===== config.mk =====
export PLATFORM = sky130hd
export DESIGN_NAME = capture_unit
export DESIGN_NICKNAME = d
export VERILOG_FILES = /design/src/rtl/capture_pkg.sv /design/src/rtl/pin_edge_detect.sv /design/src/rtl/capture_reg.sv /design/src/rtl/capture_flag.sv /design/src/rtl/capture_unit.sv
export SDC_FILE = /design/constraint.sdc
export NUM_CORES = 1
export LEC_CHECK = 0
export BUFFER_PORTS_ARGS = -buffer_cell sky130_fd_sc_hd__buf_4
export CAP_MARGIN = 20
export CORE_MARGIN = 2
export CORE_UTILIZATION = 38
export DETAILED_ROUTE_END_ITERATION = 7
export GPL_ROUTABILITY_DRIVEN = 1
export PLACE_DENSITY = 0.74
export SLEW_MARGIN = 10
export SYNTH_ARGS = -nofsm -noshare
export SYNTH_HDL_FRONTEND = slang
export SYNTH_SLANG_ARGS = --single-unit

===== constraint.sdc =====
create_clock -name clk -period 1.5 [get_ports clk]
set_input_delay 0.15 -clock clk [delete_from_list [all_inputs] [get_ports clk]]
set_output_delay 0.15 -clock clk [all_outputs]
set_load 0.02 [all_outputs]

===== src/rtl/capture_pkg.sv =====
package capture_pkg;

  typedef enum logic {
    EDGE_FALL = 1'b0,
    EDGE_RISE = 1'b1
  } edge_sel_e;

  // True when the step from prev to cur is the transition chosen by sel.
  function automatic logic edge_match(input edge_sel_e sel, input logic prev,
                                      input logic cur);
    logic hit;
    if (sel == EDGE_RISE) hit = cur & ~prev;
    else                  hit = prev & ~cur;
    return hit;
  endfunction

  // Interrupt request from flag and enable.
  function automatic logic irq_level(input logic flag, input logic en);
    return flag & en;
  endfunction

endpackage


===== src/rtl/pin_edge_detect.sv =====
module pin_edge_detect
  import capture_pkg::*;
#(
  parameter int SYNC_STAGES = 2
) (
  input  logic clk,
  input  logic rst_n,
  input  logic pin_i,
  input  logic edge_rise_i,
  input  logic block_i,
  output logic edge_hit_o,
  output logic cap_evt_o
);
  localparam int LAST = SYNC_STAGES - 1;

  logic [LAST:0] sync_q;
  logic          prev_q;
  logic          synced;

  generate
    for (genvar i = 0; i < SYNC_STAGES; i++) begin : g_sync
      if (i == 0) begin : g_first
        always_ff @(posedge clk or negedge rst_n)
          if (!rst_n) sync_q[0] <= 1'b0;
          else        sync_q[0] <= pin_i;
      end else begin : g_next
        always_ff @(posedge clk or negedge rst_n)
          if (!rst_n) sync_q[i] <= 1'b0;
          else        sync_q[i] <= sync_q[i-1];
      end
    end
  endgenerate

  assign synced = sync_q[LAST];

  always_ff @(posedge clk or negedge rst_n)
    if (!rst_n) prev_q <= 1'b0;
    else        prev_q <= synced;

  // Only successive synchronised samples are compared; the select bit is not history.
  assign edge_hit_o = edge_match(edge_sel_e'(edge_rise_i), prev_q, synced);
  assign cap_evt_o  = edge_hit_o & ~block_i;


  block_gate_chk: assert property (@(posedge clk) disable iff (!rst_n)
    block_i |-> !cap_evt_o);


  steady_quiet_chk: assert property (@(posedge clk) disable iff (!rst_n)
    (synced == prev_q) |-> !edge_hit_o);

endmodule


===== src/rtl/capture_reg.sv =====
module capture_reg #(
  parameter int CNT_W = 16
) (
  input  logic             clk,
  input  logic             rst_n,
  input  logic             cap_evt_i,
  input  logic [CNT_W-1:0] count_i,
  input  logic             top_mode_i,
  input  logic             wr_i,
  input  logic [CNT_W-1:0] wr_data_i,
  output logic [CNT_W-1:0] cap_q_o
);
  logic wr_ok;
  assign wr_ok = wr_i & top_mode_i;

  always_ff @(posedge clk or negedge rst_n)
    if (!rst_n)          cap_q_o <= '0;
    else if (cap_evt_i)  cap_q_o <= count_i;
    else if (wr_ok)      cap_q_o <= wr_data_i;


  cap_load_chk: assert property (@(posedge clk) disable iff (!rst_n)
    cap_evt_i |=> (cap_q_o == $past(count_i)));


  wr_ignore_chk: assert property (@(posedge clk) disable iff (!rst_n)
    (!top_mode_i && !cap_evt_i) |=> $stable(cap_q_o));


  wr_load_chk: assert property (@(posedge clk) disable iff (!rst_n)
    (top_mode_i && wr_i && !cap_evt_i) |=> (cap_q_o == $past(wr_data_i)));

endmodule


===== src/rtl/capture_flag.sv =====
module capture_flag
  import capture_pkg::*;
(
  input  logic clk,
  input  logic rst_n,
  input  logic set_i,
  input  logic clr_i,
  input  logic irq_en_i,
  output logic flag_o,
  output logic irq_o
);
  always_ff @(posedge clk or negedge rst_n)
    if (!rst_n)      flag_o <= 1'b0;
    else if (set_i)  flag_o <= 1'b1;
    else if (clr_i)  flag_o <= 1'b0;

  assign irq_o = irq_level(flag_o, irq_en_i);


  flag_set_chk: assert property (@(posedge clk) disable iff (!rst_n)
    set_i |=> flag_o);


  flag_clear_chk: assert property (@(posedge clk) disable iff (!rst_n)
    (clr_i && !set_i) |=> !flag_o);


  flag_hold_chk: assert property (@(posedge clk) disable iff (!rst_n)
    (flag_o && !clr_i) |=> flag_o);

endmodule


===== src/rtl/capture_unit.sv =====
module capture_unit #(
  parameter int CNT_W       = 16,
  parameter int SYNC_STAGES = 2
) (
  input  logic             clk,
  input  logic             rst_n,
  input  logic             cap_pin_i,
  input  logic             edge_rise_i,
  input  logic             top_mode_i,
  input  logic [CNT_W-1:0] count_i,
  input  logic             wr_cap_i,
  input  logic [CNT_W-1:0] wr_data_i,
  input  logic             flag_clr_i,
  input  logic             irq_en_i,
  output logic [CNT_W-1:0] cap_val_o,
  output logic             cap_flag_o,
  output logic             irq_o
);
  logic edge_hit_w;
  logic cap_evt_w;

  pin_edge_detect #(.SYNC_STAGES(SYNC_STAGES)) u_edge (
    .clk(clk), .rst_n(rst_n), .pin_i(cap_pin_i), .edge_rise_i(edge_rise_i),
    .block_i(top_mode_i), .edge_hit_o(edge_hit_w), .cap_evt_o(cap_evt_w)
  );

  capture_reg #(.CNT_W(CNT_W)) u_reg (
    .clk(clk), .rst_n(rst_n), .cap_evt_i(cap_evt_w), .count_i(count_i),
    .top_mode_i(top_mode_i), .wr_i(wr_cap_i), .wr_data_i(wr_data_i),
    .cap_q_o(cap_val_o)
  );

  capture_flag u_flag (
    .clk(clk), .rst_n(rst_n), .set_i(cap_evt_w), .clr_i(flag_clr_i),
    .irq_en_i(irq_en_i), .flag_o(cap_flag_o), .irq_o(irq_o)
  );


  top_hold_chk: assert property (@(posedge clk) disable iff (!rst_n)
    (top_mode_i && !wr_cap_i) |=> $stable(cap_val_o));


  irq_flag_chk: assert property (@(posedge clk) disable iff (!rst_n)
    irq_o |-> (cap_flag_o && irq_en_i));

endmodule


==> metrics.txt, run 1 <==
standard-cell rows 18; routed wire length per instance 13.2 microns; first-pass iteration count of the detailed router 2; clock transition at the registers of the reported paths 110 ps; floorplan die height 55.3 microns; hold buffer count at CTS 2; post-synthesis cell count 61; Syn Area/Cell 16.4 sq um; R2R setup slack 80 ps; number of cells traversed by the worst hold path 2; All-Layer GR Usage 0.135; number of buffers inserted by post-CTS setup repair 0; initial antenna violation count 0; count of synthesis-stage warnings from yosys 0; setup violators final 0; Placeable Area 2480 sq um; Starting DRT DRC Count 7; diode count 0; startpoint of the most critical hold path flag_clr_i; wire length of the first global-routing pass 3370 microns; DRC 0; count of state elements after synthesis 20; CTS buffer count 3; result of the run finished, final reports clean; final total negative setup slack 0 ps; fin. max-slew vios 0; number of sinks on the clock net 20; share of layout cells above drive strength 1 0.787; CTS H-tree lvls 1; starting density of the core 0.404; leftover overflow at the end of global routing 0; path type of the worst setup path reg -> reg; number of maximum-capacitance constraint violations 0; final period utilization 0.949; TritonCTS clock tree done; Worst Path Max Fanout 17; Port Buffers 57; ranking of synthesized cells by area sky130_fd_sc_hd__dfrtp_1 (50%), sky130_fd_sc_hd__mux2_2 (25%), sky130_fd_sc_hd__mux2_4 (15%); largest area contributor in the netlist sky130_fd_sc_hd__dfrtp_1; Leak Pwr 0.754 nW; DIE AREA 3060 sq um; arrival time worst endpoint 1600 ps; Endpoint, Worst Hold u_flag.flag_o; number of cells upsized or downsized after cts 0; Peak supply drop 0.624 mV; RSZ-0062 raised after global routing false; Reg-to-Reg Start u_edge.synced; overall routed net length 2000 microns; via count of the first global-routing pass 752; Crit path required time 1680 ps; last weighted congestion value of the routability-driven placer 0.751; dpl cell area 1460 sq um; Clock Root Buffer sky130_fd_sc_hd__clkbuf_4; Net Count, Synth 101; Tmin final 1420 ps; DP Cell Count 147; sequential area share after synthesis 0.501; slew at the pin closest to its max-slew limit 251 ps; Synth cell types 12; maximum number of pins on one net before global-route repair 21; launching element type of the critical path flip-flop; clock network latency to the later pin of the worst-skew pair 280 ps; number of nets in the finished design 164; total number of vias 714; Synth Cell Area 1000 sq um; Non-Filler Instances 152; finished layout cell area 1500 sq um; area delta synth->final 50.2%; Top Ports 58; kind of end point of the critical path flip-flop; buffers from clock root to sink, at most 2; worst-case clock skew 0.818 ps; number of routed nets with antenna violations 0; reg2reg path depth 4; post-detailed-route via-to-cell ratio 4.70; power per cell area 975 nW/um^2; Post-DP HPWL 1540 microns; worst-case hold slack 39.8 ps; horizontal extent of the die 55.3 microns; critical register-to-register path endpoint u_reg.cap_q_o[8]; Rel. slew slack 0.832; area share of the largest cell type after synthesis 0.501; HP Class in -> reg; final hold violation count 0; maximum clock frequency 702 MHz
layout make-up:
type / instances / area, sq um
tap: 30 / 37.5
timing repair buffer: 60 / 468
sequential: 20 / 500
clock buffer: 3 / 22.5
fill: 205 / 976
inverter: 1 / 3.75
multi-input combinational: 38 / 469
cell usage after synthesis:
master / number
sky130_fd_sc_hd__a31oi_4: 1
sky130_fd_sc_hd__dfrtp_1: 20
sky130_fd_sc_hd__mux2_2: 22
sky130_fd_sc_hd__mux2_4: 10
sky130_fd_sc_hd__inv_1: 1
sky130_fd_sc_hd__and2_1: 1
sky130_fd_sc_hd__buf_6: 1
sky130_fd_sc_hd__o21ai_0: 1
sky130_fd_sc_hd__nand2_4: 1
sky130_fd_sc_hd__buf_8: 1
sky130_fd_sc_hd__nor2_1: 1
sky130_fd_sc_hd__nor4b_4: 1
placed cells by master (no fill, tap or decap):
cell                            netlist  layout
sky130_fd_sc_hd__o21ai_0              1       1
sky130_fd_sc_hd__mux2_2              22      22
sky130_fd_sc_hd__nor2_1               1       1
sky130_fd_sc_hd__buf_4                0      57
sky130_fd_sc_hd__buf_12               0       1
sky130_fd_sc_hd__and2_1               1       1
sky130_fd_sc_hd__a31oi_4              1       1
sky130_fd_sc_hd__dlygate4sd3_1        0       2
sky130_fd_sc_hd__dfrtp_1             20      20
sky130_fd_sc_hd__mux2_4              10      10
sky130_fd_sc_hd__nor4b_4              1       1
sky130_fd_sc_hd__clkbuf_4             0       3
sky130_fd_sc_hd__inv_1                1       1
sky130_fd_sc_hd__nand2_4              1       1
cell families after synthesis:
logic type      share of synthesized area
mux                                 0.398
simple gates                       0.0451
flops                               0.501
compound gates                     0.0263
buf+inv                            0.0300
sequential cells by signal, summed over array words and instances (netlist names):
register / cells
u_reg.cap_q_o: 16
u_edge.prev_q: 1
u_edge.synced: 1
u_flag.flag_o: 1
u_edge.sync_q: 1
how the worst max path moves through the flow:
stage	startpoint	endpoint	slack, ps
finish	u_edge.synced	u_reg.cap_q_o[8]	80
global route	u_edge.synced	u_reg.cap_q_o[10]	5
CTS	u_edge.synced	u_reg.cap_q_o[9]	70
detailed placement	u_edge.synced	u_reg.cap_q_o[9]	80
global placement	u_edge.synced	u_reg.cap_q_o[13]	120
floorplan	u_edge.synced	u_reg.cap_q_o[0]	80
power breakdown:
part	leakage (nW)	internal (mW)	switching [mW]
registers	0.235	0.624	0.0469
logic	0.505	0.330	0.223
clock network	0.0138	0.0930	0.148
worst max-delay path, stage by stage (launching register included):
cell	delay, ps
sky130_fd_sc_hd__dfrtp_1	460
sky130_fd_sc_hd__nor4b_4	320
sky130_fd_sc_hd__a31oi_4	60
sky130_fd_sc_hd__buf_12	180
sky130_fd_sc_hd__mux2_4	290
metrics by stage:
| step | setup slack (ps) | power (mW) | util |
|---|---|---|---|
| detailed placement | 80.3 | 1.24 | 0.589 |
| floorplan | 80.0 | 0.984 | - |
| finish | 76.2 | 1.46 | 0.606 |
| global placement | 123 | 1.22 | 0.589 |
| CTS | 66.7 | 1.48 | 0.606 |
| global route | 4.71 | 1.55 | 0.606 |
layer usage:
layer,global-route usage,share of wire
met4,0.0314,0.0050
met5,0,0
met2,0.221,0.44
met1,0.175,0.44
met3,0.0398,0.11
Power figures use the tool's default switching activity.
==> run 2: changes to the inputs <==
--- a/config.mk
+++ b/config.mk
@@ -9,2 +9,3 @@
 export CAP_MARGIN = 20
+export CORE_ASPECT_RATIO = 0.5
 export CORE_MARGIN = 2
==> constraint.sdc (replaced) <==
create_clock -name clk -period 1.5 [get_ports clk]
set_input_delay 0.075 -clock clk [delete_from_list [all_inputs] [get_ports clk]]
set_output_delay 0.075 -clock clk [all_outputs]
set_load 0.02 [all_outputs]
==> run 2 against run 1 <==
Combinational power about the same. Clock power grew 64%. Non-clock buffer count unchanged. Register-to-register slack about the same. Highest routed layer is now met3. Via count fell by 0.98%. Final area rose by 2.8%. Critical endpoint is now u_reg.cap_q_o[2]. Sequential power barely moved. Cell count grew 5.3%. Fmax decreased by 0.30%. Hold slack lost 34 ps.
==> metrics.txt, run 2 (synthesized netlist as in run 1, its figures left out) <==
final period utilization 0.952 (was 0.949); number of buffers inserted by post-CTS setup repair 0 (unchanged); worst-case clock skew 1.75 ps (was 0.818 ps); Placeable Area 2550 sq um (was 2480 sq um); starting density of the core 0.391 (was 0.404); slew at the pin closest to its max-slew limit 264 ps (was 251 ps); commonest cells after routing, fill and taps aside sky130_fd_sc_hd__buf_4 (57), sky130_fd_sc_hd__mux2_2 (22), sky130_fd_sc_hd__dfrtp_1 (20) (unchanged); kind of end point of the critical path flip-flop (unchanged); post-detailed-route via-to-cell ratio 4.42 (was 4.70); switching power 0.435 mW (was 0.418 mW); share of layout cells above drive strength 1 0.789 (was 0.787); maximum number of pins on one net before global-route repair 21 (unchanged); final total negative setup slack 0 ps (unchanged); Leak Pwr 0.769 nW (was 0.754 nW); number of sinks on the clock net 20 (unchanged); fin. max-slew vios 0 (unchanged); TritonCTS clock tree done (unchanged); CTS H-tree lvls 1 (unchanged); last weighted congestion value of the routability-driven placer 0.678 (was 0.751); power per cell area 1050 nW/um^2 (was 975 nW/um^2); Port Buffers 57 (unchanged); initial antenna violation count 0 (unchanged); Tmin final 1430 ps (was 1420 ps); RSZ-0062 raised after global routing false (unchanged); CTS buffer count 3 (unchanged); sequential share of power 0.414 (was 0.458); first-pass iteration count of the detailed router 4 (was 2); total number of vias 707 (was 714); buffers from clock root to sink, at most 2 (unchanged); number of maximum-capacitance constraint violations 0 (unchanged); Clock Root Buffer sky130_fd_sc_hd__clkbuf_8 (was sky130_fd_sc_hd__clkbuf_4); standard-cell rows 13 (was 18); DP Cell Count 154 (was 147); Rel. slew slack 0.823 (was 0.832); path type of the worst setup path reg -> reg (unchanged); floorplan die height 40.3 microns (was 55.3 microns); launching element type of the critical path flip-flop (unchanged); leftover overflow at the end of global routing 0 (unchanged); clock transition at the registers of the reported paths 70 ps (was 110 ps); Internal 1.19 mW (was 1.05 mW); arrival time worst endpoint 1570 ps (was 1600 ps); area delta synth->final 54.3% (was 50.2%); net switching share of the total power 0.268 (was 0.285); Worst Path Max Fanout 17 (unchanged); share of power burned in combinational logic 0.343 (was 0.377); Crit path required time 1640 ps (was 1680 ps); max FFs per register 16 (unchanged); part of the total power dissipated in the clock network 0.244 (was 0.165); wire length of the first global-routing pass 3080 microns (was 3370 microns); register with the most flip-flops u_reg.cap_q_o (unchanged); HP Class in -> reg (unchanged); clock network latency to the later pin of the worst-skew pair 250 ps (was 280 ps); commonest non-fill, non-tap cell in the layout sky130_fd_sc_hd__buf_4 (unchanged); overall routed net length 2120 microns (was 2000 microns); horizontal extent of the die 76.5 microns (was 55.3 microns); number of nets in the finished design 164 (unchanged); routed wire length per instance 13.2 microns (about the same); All-Layer GR Usage 0.137 (was 0.135); Top Ports 58 (unchanged); result of the run finished, final reports clean (unchanged); via count of the first global-routing pass 625 (was 752); DIE AREA 3080 sq um (was 3060 sq um); Peak supply drop 0.427 mV (was 0.624 mV); diode count 0 (unchanged); number of routed nets with antenna violations 0 (unchanged); Non-Filler Instances 160 (was 152); final hold violation count 0 (unchanged); Starting DRT DRC Count 25 (was 7); setup violators final 0 (unchanged); Fillers 198 (was 205); maximum clock frequency 700 MHz (was 702 MHz); DRC 0 (unchanged)
-- run 2: changes by cell type in the layout (fill, tap and decap cells not counted), sizes merged --
cell / change
clkbuf: +1
-- run 2: path summary, 6_finish.rpt --
kind / cells after the start / to / startpoint / slack (ps)
max: 4 / u_reg.cap_q_o[2] / u_edge.synced / 70
min: 2 / u_flag.flag_o / flag_clr_i / 6
max reg2reg: 4 / u_reg.cap_q_o[2] / u_edge.synced / 70
min reg2reg: 0 / u_edge.synced / u_edge.sync_q[0] / 350
max in group asynchronous: 2 / u_reg.cap_q_o[14] / rst_n / 1060
min in group asynchronous: 2 / u_reg.cap_q_o[15] / rst_n / 230
-- run 2: stage by stage --
stage	hold slack [ps]	instance area [sq um]	power, mW	util	setup slack (ps)
5_1_grt	17.9	1540	1.71	0.604	36.0
3_3_place_gp	-33.8	1470	1.23	0.575	121
6_report	5.63	1540	1.62	0.604	71.8
3_5_place_dp	-34.5	1470	1.24	0.575	85.3
2_1_floorplan	-221	1000	0.984	-	80.0
4_1_cts	1.48	1540	1.64	0.604	79.2
-- run 2: routing by layer --
layer	track usage	wire length, microns	vias to the layer above
li1	-	-	346
met4	0.0136	0	0
met5	0	0	-
met2	0.261	1170	10
met1	0.167	911	351
met3	0.0405	38	0
-- run 2: final cells by class --
class / instances / area, sq um / area share
clock buffer: 4 / 55.1 / 0.0357
inverter: 1 / 3.75 / 0.00243
multi-input combinational: 38 / 469 / 0.304
sequential: 20 / 500 / 0.324
tap: 37 / 46.3 / 0.0300
timing repair buffer: 60 / 468 / 0.303
-- run 2: power groups by stage --
stage | Clock, mW | Sequential (mW) | Combinational [mW]
floorplan | 0 | 0.777 | 0.207
CTS | 0.408 | 0.671 | 0.563
global placement | 0 | 0.676 | 0.550
detailed placement | 0 | 0.680 | 0.556
finish | 0.396 | 0.671 | 0.556
global route | 0.437 | 0.680 | 0.593
-- run 2: worst max-delay path: stages (launching register included) --
cell and delay (ps):
sky130_fd_sc_hd__dfrtp_1 450, sky130_fd_sc_hd__nor4b_4 330, sky130_fd_sc_hd__a31oi_4 60, sky130_fd_sc_hd__buf_12 180
sky130_fd_sc_hd__mux2_4 300
-- run 2: what timing repair did --
item	4_1_cts	5_1_grt
resized for setup	0	0
hold buffers	2	0
endpoints found under the hold margin	21	0
==> run 3: changes to the inputs <==
ABC_AREA = 1   (was not set)
CORE_ASPECT_RATIO = 0.8   (was 0.5)
CORE_UTILIZATION = 40   (was 38)
==> run 3 against run 2 <==
Clock power fell by 22%. Area after synthesis rose by 16%. Via count rose by 59%. Fmax rose by 13%. Register-to-register slack improved by 160 ps. Power fell by 9.6%. Cell count rose by 55%. Clock skew rose by 1.8 ps. Hold slack improved by 61 ps. Critical path type unchanged. Largest cell class is now multi-input gates. Highest routed layer is now met4.
==> metrics.txt, run 3 <==
Starting DRT DRC Count 37 (was 25); number of sinks on the clock net 20 (unchanged); setup slack at placement 251 ps (was 85.3 ps); number of maximum-capacitance constraint violations 0 (unchanged); Fillers 259 (was 198); max FFs per register 16 (unchanged); post-detailed-route via-to-cell ratio 4.53 (was 4.42); final total negative setup slack 0 ps (unchanged); DIE AREA 3340 sq um (was 3080 sq um); worst-case clock skew 3.56 ps (was 1.75 ps); diode count 0 (unchanged); largest area contributor in the netlist sky130_fd_sc_hd__dfrtp_1 (unchanged); Peak supply drop 0.307 mV (was 0.427 mV); number of nets in the finished design 251 (was 164); last weighted congestion value of the routability-driven placer 0.769 (was 0.678); Placeable Area 2740 sq um (was 2550 sq um); maximum number of pins on one net before global-route repair 34 (was 21); horizontal extent of the die 64.1 microns (was 76.5 microns); path type of the worst setup path reg -> reg (unchanged); DRC 0 (unchanged); initial antenna violation count 0 (unchanged); leftover overflow at the end of global routing 0 (unchanged); wire length of the first global-routing pass 4600 microns (was 3080 microns); multi-input logic area 504 sq um (was 469 sq um); clock network latency to the later pin of the worst-skew pair 290 ps (was 250 ps); standard-cell rows 17 (was 13); first-pass iteration count of the detailed router 4 (unchanged); count of state elements after synthesis 20 (unchanged); commonest cells after routing, fill and taps aside sky130_fd_sc_hd__buf_4 (57), sky130_fd_sc_hd__nand2_1 (52), sky130_fd_sc_hd__nand3_1 (32) (was sky130_fd_sc_hd__buf_4 (57), sky130_fd_sc_hd__mux2_2 (22), sky130_fd_sc_hd__dfrtp_1 (20)); worst-case setup margin in the final layout 234 ps (was 71.8 ps); slew at the pin closest to its max-slew limit 347 ps (was 264 ps); power per cell area 897 nW/um^2 (was 1050 nW/um^2); Worst Path Max Fanout 33 (was 17); Syn Area/Cell 7.55 sq um (was 16.4 sq um); final hold violation count 0 (unchanged); arrival time worst endpoint 1500 ps (was 1570 ps); storage element area 500 sq um (unchanged); most instantiated library cell after synthesis sky130_fd_sc_hd__nand2_1 (was sky130_fd_sc_hd__mux2_2); share of layout cells above drive strength 1 0.386 (was 0.789); Most used DFF post-synth sky130_fd_sc_hd__dfrtp_1 (unchanged); launching element type of the critical path flip-flop (unchanged); floorplan die height 52.1 microns (was 40.3 microns); maximum clock frequency 790 MHz (was 700 MHz); Net Count, Synth 193 (was 101); Top Ports 58 (unchanged); register with the most flip-flops u_reg.cap_q_o (unchanged); routed wire length per instance 10.7 microns (was 13.2 microns); via count of the first global-routing pass 1059 (was 625); starting density of the core 0.421 (was 0.391); post-synthesis cell count 153 (was 61); TritonCTS clock tree done (unchanged); count of synthesis-stage warnings from yosys 0 (unchanged); final period utilization 0.844 (was 0.952); buffers from clock root to sink, at most 2 (unchanged); clock transition at the registers of the reported paths 110 ps (was 70 ps); Crit path required time 1740 ps (was 1640 ps); kind of end point of the critical path flip-flop (unchanged); area delta synth->final 41.6% (was 54.3%); Synth cell types 16 (was 12); Rel. slew slack 0.768 (was 0.823); number of routed nets with antenna violations 0 (unchanged); Synth Cell Area 1150 sq um (was 1000 sq um); total number of vias 1124 (was 707); Port Buffers 57 (unchanged); CTS H-tree lvls 1 (unchanged); Post-DP HPWL 2040 microns; HP Class in -> reg (unchanged); Tmin final 1270 ps (was 1430 ps); ranking of synthesized cells by area sky130_fd_sc_hd__dfrtp_1 (43%), sky130_fd_sc_hd__nand2_1 (17%), sky130_fd_sc_hd__nand3_1 (14%) (was sky130_fd_sc_hd__dfrtp_1 (50%), sky130_fd_sc_hd__mux2_2 (25%), sky130_fd_sc_hd__mux2_4 (15%)); CTS buffer count 3 (unchanged); setup violators final 0 (unchanged); result of the run finished, final reports clean (unchanged); fin. max-slew vios 0 (unchanged); area share of the largest cell type after synthesis 0.433 (was 0.501); commonest non-fill, non-tap cell in the layout sky130_fd_sc_hd__buf_4 (unchanged); sequential area share after synthesis 0.433 (was 0.501); Leak Pwr 0.957 nW (was 0.769 nW); fraction of registers with async set or reset after synthesis 1.00 (unchanged); number of synthesized flops with an enable pin 0 (unchanged); All-Layer GR Usage 0.176 (was 0.137); RSZ-0062 raised after global routing false (unchanged); most frequent cells after synthesis sky130_fd_sc_hd__nand2_1 (52), sky130_fd_sc_hd__nand3_1 (32), sky130_fd_sc_hd__inv_1 (21) (was sky130_fd_sc_hd__mux2_2 (22), sky130_fd_sc_hd__dfrtp_1 (20), sky130_fd_sc_hd__mux2_4 (10)); Clock Root Buffer sky130_fd_sc_hd__clkbuf_4 (was sky130_fd_sc_hd__clkbuf_8); overall routed net length 2660 microns (was 2120 microns)
## run 3: cell count changes in the layout (fill, tap and decap cells not counted), sizes merged, moves of 22 or more
cell   change
nand2     +67
nand3     +34
mux2      -32
inv       +22
## run 3: worst paths after layout
check	from	to	slack [ps]	cells past startpoint
hold / removal	wr_data_i[8]	u_reg.cap_q_o[8]	70	5
min in group asynchronous	rst_n	u_reg.cap_q_o[10]	180	2
setup reg to reg	u_edge.synced	u_reg.cap_q_o[3]	230	7
max in group asynchronous	rst_n	u_edge.prev_q	1120	2
setup / recovery	u_edge.synced	u_reg.cap_q_o[3]	230	7
hold reg to reg	u_edge.sync_q[0]	u_edge.synced	370	0
## run 3: repair_timing
| item | in CTS | in global routing |
|---|---|---|
| resized for setup | 0 | 0 |
| hold buffers | 3 | 0 |
| setup buffers | 0 | 0 |
| endpoints found under the hold margin | 22 | 0 |
## run 3: metal layers
layer | up-vias | part of all wire | routed length (microns) | global-route usage
met2 | 33 | 0.51 | 1360 | 0.313
met5 | - | 0 | 0 | 0
met3 | 4 | 0.050 | 133 | 0.0195
met1 | 507 | 0.42 | 1130 | 0.213
li1 | 580 | - | - | -
met4 | 0 | 0.014 | 38 | 0.0906
## run 3: kinds of logic (layout without fill, tap and decap cells)
| logic type | count (synthesis) | in the layout | synth area share |
|---|---|---|---|
| flip-flops | 20 | 20 | 0.433 |
| AND/OR/NAND/NOR | 102 | 102 | 0.432 |
| AO/OA/AOI/OAI | 1 | 1 | 0.00433 |
| buffers and inverters | 30 | 87 | 0.130 |
## run 3: per-stage QoR
stage | area (sq um) | util | hold slack (ps) | std cells | total power [mW]
floorplan | 1150 | - | -221 | 153 | 0.932
global placement | 1570 | 0.572 | -33.8 | 241 | 1.16
detailed placement | 1570 | 0.572 | -38.5 | 241 | 1.17
CTS | 1640 | 0.596 | 61.9 | 248 | 1.48
global route | 1640 | 0.596 | 57.4 | 248 | 1.56
finish | 1640 | 0.596 | 67.0 | 248 | 1.47
## run 3: worst max-delay path, cell delays in order, from the launching register on
cell,delay [ps]
sky130_fd_sc_hd__dfrtp_1,420
sky130_fd_sc_hd__inv_1,70
sky130_fd_sc_hd__nand3_2,70
sky130_fd_sc_hd__nand2_4,200
sky130_fd_sc_hd__nand2_8,200
sky130_fd_sc_hd__nand2_1,110
sky130_fd_sc_hd__nand2_1,60
sky130_fd_sc_hd__nand2_1,60
## run 3: power breakdown
part | leakage (nW) | internal (mW) | switching (mW)
Clock | 0.0210 | 0.148 | 0.160
Sequential | 0.239 | 0.617 | 0.0507
Combinational | 0.697 | 0.228 | 0.264
## run 3: area by class of cell
cell class	instances	share of cell area
Timing Repair Buffer	60	0.280
Tap cell	38	0.0291
Clock buffer	4	0.0222
Inverter	23	0.0543
Sequential cell	20	0.306
Multi-Input combinational cell	103	0.308
